[src/rtl/nand_erase_pkg.sv]
package nand_erase_pkg;
  localparam logic [7:0] CMD_ERASE_SETUP = 8'h60;
  localparam logic [7:0] CMD_ERASE_GO    = 8'hD0;
  localparam logic [7:0] CMD_STATUS      = 8'h70;
  localparam int unsigned ROW_BYTES      = 3;
  localparam int unsigned PAGE_BITS      = 6;

  typedef enum logic [1:0] {
    BK_CMD  = 2'd0,
    BK_ADDR = 2'd1,
    BK_READ = 2'd2
  } bus_kind_e;

  typedef enum logic [1:0] {
    PH_IDLE  = 2'd0,
    PH_SETUP = 2'd1,
    PH_LOW   = 2'd2,
    PH_HOLD  = 2'd3
  } bus_phase_e;

  typedef enum logic [3:0] {
    S_IDLE, S_SETUP, S_ADR0, S_ADR1, S_ADR2, S_CONF,
    S_WLO, S_WHI, S_STAT, S_READ, S_DONE
  } seq_state_e;
endpackage

[src/rtl/nand_rb_sync.sv]
module nand_rb_sync #(
  parameter int unsigned STAGES = 2
) (
  input  logic clk_i,
  input  logic rst_ni,
  input  logic rb_i,
  output logic rb_o
);
  logic [STAGES-1:0] sync_q;

  always_ff @(posedge clk_i or negedge rst_ni) begin
    if (!rst_ni) sync_q <= '1;
    else         sync_q <= {sync_q[STAGES-2:0], rb_i};
  end

  assign rb_o = sync_q[STAGES-1];
endmodule

[src/rtl/nand_wait_timer.sv]
module nand_wait_timer #(
  parameter int unsigned LIMIT = 16
) (
  input  logic clk_i,
  input  logic rst_ni,
  input  logic en_i,
  output logic expired_o
);
  localparam int unsigned W = $clog2(LIMIT + 1);
  localparam logic [W-1:0] LAST = W'(LIMIT - 1);

  logic [W-1:0] cnt_q;

  always_ff @(posedge clk_i or negedge rst_ni) begin
    if (!rst_ni)          cnt_q <= '0;
    else if (!en_i)       cnt_q <= '0;
    else if (cnt_q != LAST) cnt_q <= cnt_q + 1'b1;
  end

  assign expired_o = en_i && (cnt_q == LAST);
endmodule

[src/rtl/nand_bus_cycle.sv]
module nand_bus_cycle
  import nand_erase_pkg::*;
#(
  parameter int unsigned T_SETUP = 2,
  parameter int unsigned T_WE_LO = 2,
  parameter int unsigned T_HOLD  = 2
) (
  input  logic       clk_i,
  input  logic       rst_ni,
  input  logic       req_i,
  input  bus_kind_e  kind_i,
  input  logic [7:0] wdata_i,
  input  logic [7:0] io_i,
  output logic       ack_o,
  output logic [7:0] rdata_o,
  output logic       cle_o,
  output logic       ale_o,
  output logic       we_no,
  output logic       re_no,
  output logic [7:0] io_o,
  output logic       io_oe_o
);
  localparam int unsigned TMAX_A = (T_SETUP > T_WE_LO) ? T_SETUP : T_WE_LO;
  localparam int unsigned TMAX   = (TMAX_A > T_HOLD) ? TMAX_A : T_HOLD;
  localparam int unsigned TW     = $clog2(TMAX + 1);

  bus_phase_e  phase_q;
  bus_kind_e   kind_q;
  logic [7:0]  data_q;
  logic [TW-1:0] cnt_q, last;
  logic        at_end;

  always_comb begin
    case (phase_q)
      PH_SETUP: last = TW'(T_SETUP - 1);
      PH_LOW:   last = TW'(T_WE_LO - 1);
      PH_HOLD:  last = TW'(T_HOLD - 1);
      default:  last = '0;
    endcase
  end

  assign at_end = (cnt_q == last);

  always_ff @(posedge clk_i or negedge rst_ni) begin
    if (!rst_ni) begin
      phase_q <= PH_IDLE;
      kind_q  <= BK_CMD;
      data_q  <= '0;
      cnt_q   <= '0;
      rdata_o <= '0;
    end else begin
      case (phase_q)
        PH_IDLE: if (req_i) begin
          phase_q <= PH_SETUP;
          kind_q  <= kind_i;
          data_q  <= wdata_i;
          cnt_q   <= '0;
        end
        PH_SETUP: if (at_end) begin
          phase_q <= PH_LOW;
          cnt_q   <= '0;
        end else cnt_q <= cnt_q + 1'b1;
        PH_LOW: if (at_end) begin
          phase_q <= PH_HOLD;
          cnt_q   <= '0;
          if (kind_q == BK_READ) rdata_o <= io_i;
        end else cnt_q <= cnt_q + 1'b1;
        PH_HOLD: if (at_end) begin
          phase_q <= PH_IDLE;
          cnt_q   <= '0;
        end else cnt_q <= cnt_q + 1'b1;
        default: phase_q <= PH_IDLE;
      endcase
    end
  end

  logic active, is_read;
  assign active  = (phase_q != PH_IDLE);
  assign is_read = (kind_q == BK_READ);

  assign ack_o   = (phase_q == PH_HOLD) && at_end;
  assign cle_o   = active && (kind_q == BK_CMD);
  assign ale_o   = active && (kind_q == BK_ADDR);
  assign we_no   = !((phase_q == PH_LOW) && !is_read);
  assign re_no   = !((phase_q == PH_LOW) && is_read);
  assign io_oe_o = active && !is_read;
  assign io_o    = data_q;
endmodule

[src/rtl/nand_erase_seq.sv]
module nand_erase_seq
  import nand_erase_pkg::*;
#(
  parameter int unsigned BLK_W      = 11,
  parameter int unsigned T_SETUP    = 2,
  parameter int unsigned T_WE_LO    = 2,
  parameter int unsigned T_HOLD     = 2,
  parameter int unsigned RB_LOW_WIN = 16,
  parameter int unsigned BUSY_TO    = 4096
) (
  input  logic             clk_i,
  input  logic             rst_ni,
  input  logic             start_i,
  input  logic [BLK_W-1:0] blk_i,
  output logic             busy_o,
  output logic             done_o,
  output logic             pass_o,
  output logic             fail_o,
  output logic             timeout_o,
  output logic             nand_ce_no,
  output logic             nand_cle_o,
  output logic             nand_ale_o,
  output logic             nand_we_no,
  output logic             nand_re_no,
  output logic [7:0]       nand_io_o,
  output logic             nand_io_oe_o,
  input  logic [7:0]       nand_io_i,
  input  logic             nand_rb_i
);
  localparam int unsigned ROW_W = ROW_BYTES * 8;

  seq_state_e      state_q;
  logic [BLK_W-1:0] blk_q;
  logic [ROW_W-1:0] row;
  logic            req, ack, rb_s, lo_exp, hi_exp;
  bus_kind_e       kind;
  logic [7:0]      wdata, rdata;
  logic            pass_q, fail_q, to_q;

  assign row = ROW_W'({blk_q, {PAGE_BITS{1'b0}}});

  always_comb begin
    req   = 1'b1;
    kind  = BK_CMD;
    wdata = 8'h00;
    case (state_q)
      S_SETUP: wdata = CMD_ERASE_SETUP;
      S_ADR0:  begin kind = BK_ADDR; wdata = row[7:0];   end
      S_ADR1:  begin kind = BK_ADDR; wdata = row[15:8];  end
      S_ADR2:  begin kind = BK_ADDR; wdata = row[23:16]; end
      S_CONF:  wdata = CMD_ERASE_GO;
      S_STAT:  wdata = CMD_STATUS;
      S_READ:  kind = BK_READ;
      default: req = 1'b0;
    endcase
  end

  nand_bus_cycle #(
    .T_SETUP(T_SETUP), .T_WE_LO(T_WE_LO), .T_HOLD(T_HOLD)
  ) u_cycle (
    .clk_i   (clk_i),
    .rst_ni  (rst_ni),
    .req_i   (req),
    .kind_i  (kind),
    .wdata_i (wdata),
    .io_i    (nand_io_i),
    .ack_o   (ack),
    .rdata_o (rdata),
    .cle_o   (nand_cle_o),
    .ale_o   (nand_ale_o),
    .we_no   (nand_we_no),
    .re_no   (nand_re_no),
    .io_o    (nand_io_o),
    .io_oe_o (nand_io_oe_o)
  );

  nand_rb_sync #(.STAGES(2)) u_rb_sync (
    .clk_i(clk_i), .rst_ni(rst_ni), .rb_i(nand_rb_i), .rb_o(rb_s)
  );

  nand_wait_timer #(.LIMIT(RB_LOW_WIN)) u_lo_timer (
    .clk_i(clk_i), .rst_ni(rst_ni), .en_i(state_q == S_WLO), .expired_o(lo_exp)
  );

  nand_wait_timer #(.LIMIT(BUSY_TO)) u_hi_timer (
    .clk_i(clk_i), .rst_ni(rst_ni), .en_i(state_q == S_WHI), .expired_o(hi_exp)
  );

  always_ff @(posedge clk_i or negedge rst_ni) begin
    if (!rst_ni) begin
      state_q <= S_IDLE;
      blk_q   <= '0;
      pass_q  <= 1'b0;
      fail_q  <= 1'b0;
      to_q    <= 1'b0;
    end else begin
      case (state_q)
        S_IDLE: if (start_i) begin
          state_q <= S_SETUP;
          blk_q   <= blk_i;
          pass_q  <= 1'b0;
          fail_q  <= 1'b0;
          to_q    <= 1'b0;
        end
        S_SETUP: if (ack) state_q <= S_ADR0;
        S_ADR0:  if (ack) state_q <= S_ADR1;
        S_ADR1:  if (ack) state_q <= S_ADR2;
        S_ADR2:  if (ack) state_q <= S_CONF;
        S_CONF:  if (ack) state_q <= S_WLO;
        S_WLO: begin
          if (!rb_s) state_q <= S_WHI;
          else if (lo_exp) begin
            state_q <= S_DONE;
            to_q    <= 1'b1;
          end
        end
        S_WHI: begin
          if (rb_s) state_q <= S_STAT;
          else if (hi_exp) begin
            state_q <= S_DONE;
            to_q    <= 1'b1;
          end
        end
        S_STAT: if (ack) state_q <= S_READ;
        S_READ: if (ack) begin
          state_q <= S_DONE;
          pass_q  <= !rdata[0];
          fail_q  <= rdata[0];
        end
        S_DONE:  state_q <= S_IDLE;
        default: state_q <= S_IDLE;
      endcase
    end
  end

  assign busy_o     = (state_q != S_IDLE);
  assign done_o     = (state_q == S_DONE);
  assign nand_ce_no = !busy_o;
  assign pass_o     = pass_q;
  assign fail_o     = fail_q;
  assign timeout_o  = to_q;
endmodule

[config.mk]
export PLATFORM = sky130hd
export DESIGN_NAME = nand_erase_seq
export DESIGN_NICKNAME = d
export VERILOG_FILES = /design/src/rtl/nand_erase_pkg.sv /design/src/rtl/nand_rb_sync.sv /design/src/rtl/nand_wait_timer.sv /design/src/rtl/nand_bus_cycle.sv /design/src/rtl/nand_erase_seq.sv
export SDC_FILE = /design/constraint.sdc
export NUM_CORES = 1
export LEC_CHECK = 0
export BUFFER_PORTS_ARGS = -buffer_cell sky130_fd_sc_hd__clkbuf_2
export CAP_MARGIN = 30
export CORE_ASPECT_RATIO = 1.4
export CORE_MARGIN = 1.5
export CORE_UTILIZATION = 50
export DETAILED_ROUTE_END_ITERATION = 12
export PLACE_DENSITY = 0.81
export SLEW_MARGIN = 30
export SYNTH_ARGS = -nofsm -noshare
export SYNTH_HDL_FRONTEND = slang
export SYNTH_SLANG_ARGS = --single-unit
[constraint.sdc]
create_clock -name clk_i -period 2 [get_ports clk_i]
set_clock_uncertainty 0.1 [all_clocks]
set_input_delay 0.1 -clock clk_i [delete_from_list [all_inputs] [get_ports clk_i]]
set_output_delay 0.1 -clock clk_i [all_outputs]
set_load 0.02 [all_outputs]
==> metrics.md, run 1 <==
| Metric | Value |
|---|---|
| Most frequent cells in the layout | `49 x dfrtp_1, 34 x clkbuf_2, 26 x buf_4` |
| IO Pins | `42` |
| CTS buffer count | `5` |
| Yosys top cell area share | `46.3%` |
| Routed WL | `5.65 mm` |
| R2R Setup Slk | `0.04 ns` |
| IO Port Bufs | `34` |
| Final min period | `1.96 ns` |
| HPWL Detailed | `4.06 mm` |
| Maximum clock path buffer count | `2` |
| Post-route ant nets | `0` |
| Reg-to-Reg End | `state_q[3]` |
| Drt initial violations | `111` |
| EDFF count, synth | `0` |
| Largest fanout on the critical path | `6` |
| CP Data Required Time | `2.10 ns` |
| CP Launch Type | `flip-flop` |
| # setup viols final | `0` |
| Worst r2r src | `state_q[2]` |
| Yosys cell types | `57` |
| Largest net degree at the start of global routing | `25` |
| Clock sink count | `53` |
| Tcrit/Tclk final | `97.8%` |
| DRC | `0` |
| Gpl congestion | `0.805` |
| Initial antenna violation count | `0` |
| Clock transition at path regs | `0.09 ns` |
| Via density | `5.61` |
| R2r worst-path depth | `4` |
| Slew of the pin with the lowest slew margin | `0.525 ns` |
| GRT Overall Usage | `20.5%` |
| Crit path DAT | `2.06 ns` |
| GRT overflow | `0` |
| Power Density | `1330 mW/mm^2` |
| Vias in the first global route | `2160` |
| Wire length of the first global-routing pass | `9.62 mm` |
| Final-stage net count | `354` |
| Syn avg cell area | `10.9 um^2` |
| Share of layout cells above drive strength 1 | `32.4%` |
| Via Count | `2189` |
| Ys flop type | `dfrtp_1` |
| Die width | `65.8 um` |
| Most common cell after layout, fill and taps aside | `dfrtp_1` |
| Post-synth ARST share | `100%` |
| Synth warn | `0` |
| Syn Inst Count | `254` |
| Worst-Skew Late Latency | `0.31 ns` |
| Std cell rows | `31` |
| Max Cap Viol | `0` |
| Outcome | `finished clean` |
| First-pass detailed-route iteration total | `4` |
| Worst slew margin | `64.8%` |
| Crit end category | `flip-flop` |
| CTS tree | `built` |
| Area Overhead vs Synth | `23.8%` |
| Antenna diode count | `0` |
| Syn Std Cell Area | `0.00276 mm^2` |
| Core area | `0.00524 mm^2` |
| Starting density of the core | `52.7%` |
| Tot Pwr | `0.00454 W` |
| Worst Setup Path Type | `reg -> reg` |
| Flops & latches, synth | `53` |
| Synth top area cells | `dfrtp_1 46%, mux2_2 5.3%, ha_1 3.6%` |
| H-tree depth | `2` |
| Post-synthesis sequential area ratio | `48.2%` |
| Hold WC Path Type | `in -> async` |
| Post-synth top area cell | `dfrtp_1` |
| Routed len/inst | `14.5 um` |
| Die height | `90.9 um` |
| Root buf cell | `clkbuf_8` |
| IR drop worst, VDD | `553 uV` |
| Max Slew Vio Count | `0` |
| Leak | `1.57 nW` |
| FMAX | `0.511 GHz` |
| Synthesized net count | `285` |
| Fillcell total | `413` |
| Final hold vios | `0` |
| Die area | `0.00598 mm^2` |
| Util after Layout | `65.2%` |
metrics by stage:
| step | cells | cell area (um^2) | setup TNS, ns | hold WS [ns] | worst slack (ns) |
|---|---|---|---|---|---|
| 2_1_floorplan | 254 | 2800 | -0.0577 | -0.296 | -0.0289 |
| 3_3_place_gp | 363 | 3130 | 0 | -0.0990 | 0.0668 |
| 3_5_place_dp | 363 | 3130 | 0 | -0.0907 | 0.0494 |
| 4_1_cts | 385 | 3370 | 0 | 0.105 | 0.0356 |
| 5_1_grt | 390 | 3410 | -0.00309 | 0.137 | -0.00309 |
| 6_report | 390 | 3410 | 0 | 0.111 | 0.0433 |
what timing repair did:
item / in CTS / in global routing
gates resized for setup: 0 / 4
setup buffers: 0 / 5
hold endpoints to repair: 66 / 0
hold buffers: 14 / 0
endpoints found under the setup margin: 0 / 8
kinds of logic after synthesis:
| kind of cell | Yosys count | synth area share (%) |
|---|---|---|
| AO/OA/AOI/OAI | 58 | 15.9 |
| XOR/XNOR | 8 | 2.54 |
| adder cells (fa/ha/maj) | 9 | 3.99 |
| buffers and inverters | 26 | 4.40 |
| flip-flops | 53 | 48.2 |
| multiplexers | 23 | 9.02 |
| AND/OR/NAND/NOR | 77 | 16.0 |
flip-flops by register name, summed over array words and instances (netlist names):
name              cells
blk_q                11
fail_o                1
pass_o                1
state_q               4
timeout_o             1
u_cycle.cnt_q         2
u_cycle.io_o          8
u_cycle.kind_q        2
u_cycle.phase_q       2
u_cycle.rdata_o       1
u_hi_timer.cnt_q     13
u_lo_timer.cnt_q      5
u_rb_sync.sync_q      2
metal layers:
layer  global-route usage [%]  wire length (um)
met5                        0                 0
met4                     7.81               145
met3                     3.62               198
met2                     35.9              3010
met1                     24.2              2290
worst max-delay path by stage:
stage | start | to | cells past startpoint
after floorplan | u_lo_timer.cnt_q[0] | state_q[2] | 7
after global placement | state_q[0] | state_q[2] | 4
after detailed placement | u_cycle.phase_q[1] | state_q[3] | 6
after CTS | u_cycle.phase_q[1] | state_q[3] | 6
after global routing | u_cycle.phase_q[0] | nand_ale_o | 6
final | state_q[2] | state_q[3] | 4
where the power goes:
part / total (W) / switching, W / leakage (nW) / internal [W]
registers: 0.00165 / 0.000248 / 0.681 / 0.00140
logic: 0.00226 / 0.00119 / 0.841 / 0.00107
clock network: 0.000622 / 0.000368 / 0.0447 / 0.000253
total: 0.00454 / 0.00181 / 1.57 / 0.00273
Yosys cell counts (2+ instances only):
cell,n
buf_2,3
nor3b_1,2
nand2_1,10
or3_1,7
o21ai_0,12
o32ai_1,2
xor2_1,5
nand4_1,3
and3_1,3
a22o_1,9
or2_2,3
mux2_1,2
dfrtp_1,51
nor3_1,5
inv_1,12
buf_6,2
dfstp_2,2
nor2b_1,3
xnor2_1,3
mux2i_1,8
clkbuf_1,6
a21oi_1,11
and2_1,3
mux2_2,13
o31ai_1,5
nor2_1,17
nand2b_1,4
ha_1,8
nand3_1,8
a31oi_1,5
final cells by class:
class	instances	area, um^2	area share [%]
clock buffer	5	68.8	2.02
clock inverter	3	25.0	0.733
inverter	14	57.6	1.69
multi-input combinational	175	1340	39.4
sequential	53	1330	39.0
tap	66	82.6	2.42
timing repair buffer	74	505	14.8
critical path, stage by stage, from the launching register on:
cell	delay, ns
dfrtp_1	0.46
maj3_1	0.44
a311o_4	0.43
o311ai_4	0.09
mux2_4	0.33
Power figures use the tool's default switching activity.
==> inputs of run 2 (changes only) <==
PLACE_DENSITY = 0.8   (was 0.81)
SYNTH_HIERARCHICAL = 1   (was unset)
==> metrics.md, run 2 <==
| Metric | Value |
|---|---|
| First-pass detailed-route iteration total | `4` |
| Syn avg cell area | `10.9 um^2` |
| Core area | `0.00557 mm^2` |
| Syn Std Cell Area | `0.00293 mm^2` |
| Root buf cell | `clkbuf_8` |
| Largest fanout on the critical path | `5` |
| Share of layout cells above drive strength 1 | `41.5%` |
| Std cell rows | `32` |
| RSZ-0062 raised after global routing | `yes` |
| H-tree depth | `2` |
| Routed WL | `7.36 mm` |
| Placed insts | `398` |
| CP Launch Type | `flip-flop` |
| FMAX | `0.495 GHz` |
| # setup viols final | `1` |
| DRC | `0` |
| HPWL Detailed | `4.65 mm` |
| Die width | `67.7 um` |
| Crit path DAT | `2.11 ns` |
| Crit end category | `flip-flop` |
| Number of flip-flops in the largest register | `13` |
| Final min period | `2.02 ns` |
| Clock sink count | `53` |
| Util after Layout | `70.3%` |
| Starting density of the core | `52.6%` |
| Cell area after layout | `0.00391 mm^2` |
| Clock transition at path regs | `0.09 ns` |
| IO Port Bufs | `34` |
| Initial antenna violation count | `0` |
| Fillcell total | `359` |
| Setup TNS | `-0.0204 ns` |
| CTS tree | `built` |
| Via density | `5.77` |
| Worst Setup Path Type | `reg -> reg` |
| Gpl congestion | `0.849` |
| Area Overhead vs Synth | `33.7%` |
| Leak | `1.91 nW` |
| Die area | `0.00633 mm^2` |
| Failing checks | `negative setup slack` |
| Drt initial violations | `104` |
| IR drop worst, VDD | `1100 uV` |
| IO Pins | `42` |
| Synthesized net count | `300` |
| Tcrit/Tclk final | `101%` |
| Worst-Skew Late Latency | `0.30 ns` |
| GRT Overall Usage | `24.3%` |
| Biggest register | `u_hi_timer/cnt_q` |
| Max Slew Vio Count | `0` |
| Worst slew margin | `63.0%` |
| Hold WC Path Type | `in -> async` |
| Final hold vios | `0` |
| Power Density | `1340 mW/mm^2` |
| Most frequent cells in the layout | `51 x dfrtp_1, 40 x buf_4, 34 x clkbuf_2` |
| Largest net degree at the start of global routing | `34` |
| CTS buffer count | `5` |
| Antenna diode count | `0` |
| Slew of the pin with the lowest slew margin | `0.554 ns` |
| Hold WS | `0.211 ns` |
| GRT overflow | `0` |
| Routed len/inst | `17.3 um` |
| Vias in the first global route | `2471` |
| Non-filler instance count after layout | `425` |
| Final-stage net count | `387` |
| Outcome | `complete, but fails checks` |
| Synth warn | `6` |
| CP Data Required Time | `2.09 ns` |
| Post-route ant nets | `0` |
| Final setup margin | `-0.0204 ns` |
| Wire length of the first global-routing pass | `11.5 mm` |
| Syn Inst Count | `269` |
| Maximum clock path buffer count | `2` |
| Die height | `93.5 um` |
| Via Count | `2452` |
| Most common cell after layout, fill and taps aside | `dfrtp_1` |
| Placed cell area | `0.00351 mm^2` |
| Max Cap Viol | `0` |
-- run 2: worst paths after layout --
path,startpoint,cells after the start,slack (ns),end
max,state_q[3],9,-0.02,state_q[2]
min reg2reg,u_rb_sync/sync_q[0],0,0.27,u_rb_sync/sync_q[1]
max in group asynchronous,rst_ni,3,0.96,u_rb_sync/sync_q[1]
min in group clk_i,start_i,3,0.24,timeout_o
min,rst_ni,2,0.21,u_hi_timer/cnt_q[3]
max reg2reg,state_q[3],9,-0.02,state_q[2]
-- run 2: repair_timing --
| item | in CTS | in global routing |
|---|---|---|
| pin swaps | 5 | 8 |
| endpoints found under the setup margin | 6 | 6 |
| setup buffers | 2 | 3 |
| resized for setup | 5 | 22 |
| hold buffers | 14 | 0 |
| hold endpoints to repair | 33 | 0 |
-- run 2: metrics by stage --
stage,setup WS (ns),total power [W]
6_report,-0.0204,0.00523
5_1_grt,-0.0919,0.00552
4_1_cts,0.000236,0.00497
3_5_place_dp,-0.107,0.00413
3_3_place_gp,0.00391,0.00402
2_1_floorplan,-0.0714,0.00333
-- run 2: report_power, final --
part | switching (W) | internal (W) | leakage [nW]
clock network | 0.000328 | 0.000408 | 0.0585
logic | 0.00146 | 0.00145 | 1.16
registers | 0.000234 | 0.00135 | 0.692
total | 0.00202 | 0.00321 | 1.91
-- run 2: layout make-up --
cell class	count	area (um^2)	area share (%)
Clock buffer	7	86.3	2.21
Clock inverter	1	30.0	0.768
Inverter	12	52.6	1.34
Multi-Input combinational cell	192	1660	42.3
Sequential cell	53	1330	34.0
Tap cell	68	85.1	2.17
Timing Repair Buffer	92	673	17.2
-- run 2: layer usage --
layer / up-vias / part of all wire, % / wire (um) / track usage, %
met5: - / 0 / 0 / 0
met3: 17 / 4.1 / 303 / 3.49
li1: 1138 / - / - / -
met2: 81 / 56 / 4100 / 43.4
met1: 1216 / 38 / 2760 / 28.9
met4: 0 / 2.5 / 186 / 8.67
-- run 2: critical path, cell delays in order, from the launching register on --
cell	delay, ns
dfrtp_1	0.43
buf_6	0.14
and4b_2	0.32
clkinv_4	0.07
nor2_4	0.11
nor2_2	0.05
a32oi_2	0.19
buf_4	0.16
nand2b_4	0.05
mux2_4	0.29
==> inputs of run 3 (changes only) <==
CORE_ASPECT_RATIO = 1.5   (was 1.4)
REMOVE_ABC_BUFFERS = 1   (was unset)
==> metrics.md, run 3 (synthesis gave the netlist of run 2 again) <==
| Metric | Value |
|---|---|
| Number of flip-flops in the largest register | `13` |
| Clock sink count | `53` |
| Via Count | `2377` |
| Post-route ant nets | `0` |
| Slew of the pin with the lowest slew margin | `0.607 ns` |
| Max Cap Viol | `0` |
| Via density | `5.46` |
| IR drop worst, VDD | `1010 uV` |
| Most frequent cells in the layout | `50 x dfrtp_1, 49 x buf_4, 34 x clkbuf_2` |
| Failing checks | `negative setup slack` |
| HPWL Detailed | `4.49 mm` |
| Root buf cell | `clkbuf_8` |
| Crit path DAT | `2.10 ns` |
| GRT overflow | `0` |
| Max Slew Vio Count | `0` |
| IO Pins | `42` |
| FMAX | `0.500 GHz` |
| Leak | `1.89 nW` |
| Util after Layout | `67.7%` |
| CP peak stage delay | `0.54 ns` |
| Final-stage net count | `393` |
| Crit end category | `flip-flop` |
| CP Launch Type | `flip-flop` |
| Std cell rows | `34` |
| Initial antenna violation count | `0` |
| Share of layout cells above drive strength 1 | `42.7%` |
| Routed len/inst | `14.9 um` |
| Final hold vios | `0` |
| CTS tree | `built` |
| CTS buffer count | `5` |
| H-tree depth | `2` |
| IO Port Bufs | `34` |
| Starting density of the core | `51.0%` |
| Routed WL | `6.47 mm` |
| DRC | `0` |
| Most common cell after layout, fill and taps aside | `dfrtp_1` |
| CP Data Required Time | `2.10 ns` |
| Tot Pwr | `0.00501 W` |
| Worst-Skew Late Latency | `0.31 ns` |
| Worst Setup Path Type | `reg -> reg` |
| First-pass detailed-route iteration total | `4` |
| Final min period | `2.00 ns` |
| Biggest register | `u_hi_timer/cnt_q` |
| Vias in the first global route | `2475` |
| Worst slew margin | `59.5%` |
| Cell area after layout | `0.00389 mm^2` |
| # setup viols final | `1` |
| Worst-path cell chain | `or4_4, and3_4, nand2_2, o21ai_1, a21oi_2, mux2_2` |
| Drt initial violations | `73` |
| Die width | `65.5 um` |
| Largest fanout on the critical path | `6` |
| Clock transition at path regs | `0.10 ns` |
| Maximum clock path buffer count | `2` |
| Area Overhead vs Synth | `32.9%` |
| Critical path's slowest cell | `or4_4` |
| Die height | `96.7 um` |
| Outcome | `complete, but fails checks` |
| Core area | `0.00574 mm^2` |
| Antenna diode count | `0` |
| Placed cell area | `0.00346 mm^2` |
| Final setup margin | `-0.00143 ns` |
| Dpl ws | `-0.159 ns` |
| R2R Setup Slk | `-0.001 ns` |
| Die area | `0.00633 mm^2` |
| Tcrit/Tclk final | `100%` |
| Gpl congestion | `0.850` |
| Power Density | `1290 mW/mm^2` |
| RSZ-0062 raised after global routing | `yes` |
| Wire length of the first global-routing pass | `10.9 mm` |
| Hold WC Path Type | `in -> reg` |
| Largest net degree at the start of global routing | `31` |
| GRT Overall Usage | `21.9%` |
[run 3: changes by cell type in the layout (fill, tap and decap cells not counted), sizes merged]
cell,delta
clkbuf,-1
clkinv,+1
buf,+6
[run 3: per-stage QoR]
step | hold WS, ns | setup TNS [ns] | std cells
2_1_floorplan | -0.296 | -4.37 | 257
3_3_place_gp | 0.0247 | -0.150 | 408
3_5_place_dp | 0.0359 | -0.367 | 408
4_1_cts | 0.188 | -0.0376 | 430
5_1_grt | 0.222 | -0.820 | 435
6_report | 0.194 | -0.00143 | 435
[run 3: worst paths after layout]
kind | from | endpoint | depth (start not counted)
min | start_i | pass_o | 4
max reg2reg | state_q[3] | u_cycle/phase_q[1] | 6
min in group asynchronous | rst_ni | u_cycle/io_o[0] | 2
max | state_q[3] | u_cycle/phase_q[1] | 6
min reg2reg | u_rb_sync/sync_q[0] | u_rb_sync/sync_q[1] | 0
max in group asynchronous | rst_ni | u_rb_sync/sync_q[1] | 3
[run 3: metal layers]
metal | global-route usage [%] | wire (um) | vias to the layer above
met5 | 0 | 0 | -
met2 | 40.0 | 3610 | 61
met1 | 24.7 | 2550 | 1163
met3 | 3.95 | 237 | 6
met4 | 7.69 | 81 | 0
li1 | - | - | 1147
[run 3: critical path, delay by kind of cell (launching register included)]
family             cells  cell delay (ns)
and+or+nand+nor        3             0.78
DFF                    1             0.45
muxes                  1             0.34
AOI/OAI and AO/OA      2             0.22
[run 3: what timing repair did]
action	4_1_cts	5_1_grt
endpoints found under the setup margin	6	17
pin swaps	10	9
cloned	0	0
hold buffers	14	0
endpoints found under the hold margin	35	0
gates resized for setup	24	11
setup buffers	1	5
[run 3: cell type report]
cell class                      count  area [um^2]
Sequential cell                    53         1330
Timing Repair Buffer               98          698
Tap cell                           72         90.1
Fill cell                         421         1850
Multi-Input combinational cell    192         1620
Clock inverter                      2         38.8
Inverter                           12         45.0
Clock buffer                        6         72.6
[run 3: report_power, final]
part	internal, W	total, W	switching (W)
registers	0.00136	0.00155	0.000196
logic	0.00139	0.00273	0.00134
clock network	0.000376	0.000728	0.000352
total	0.00312	0.00501	0.00189
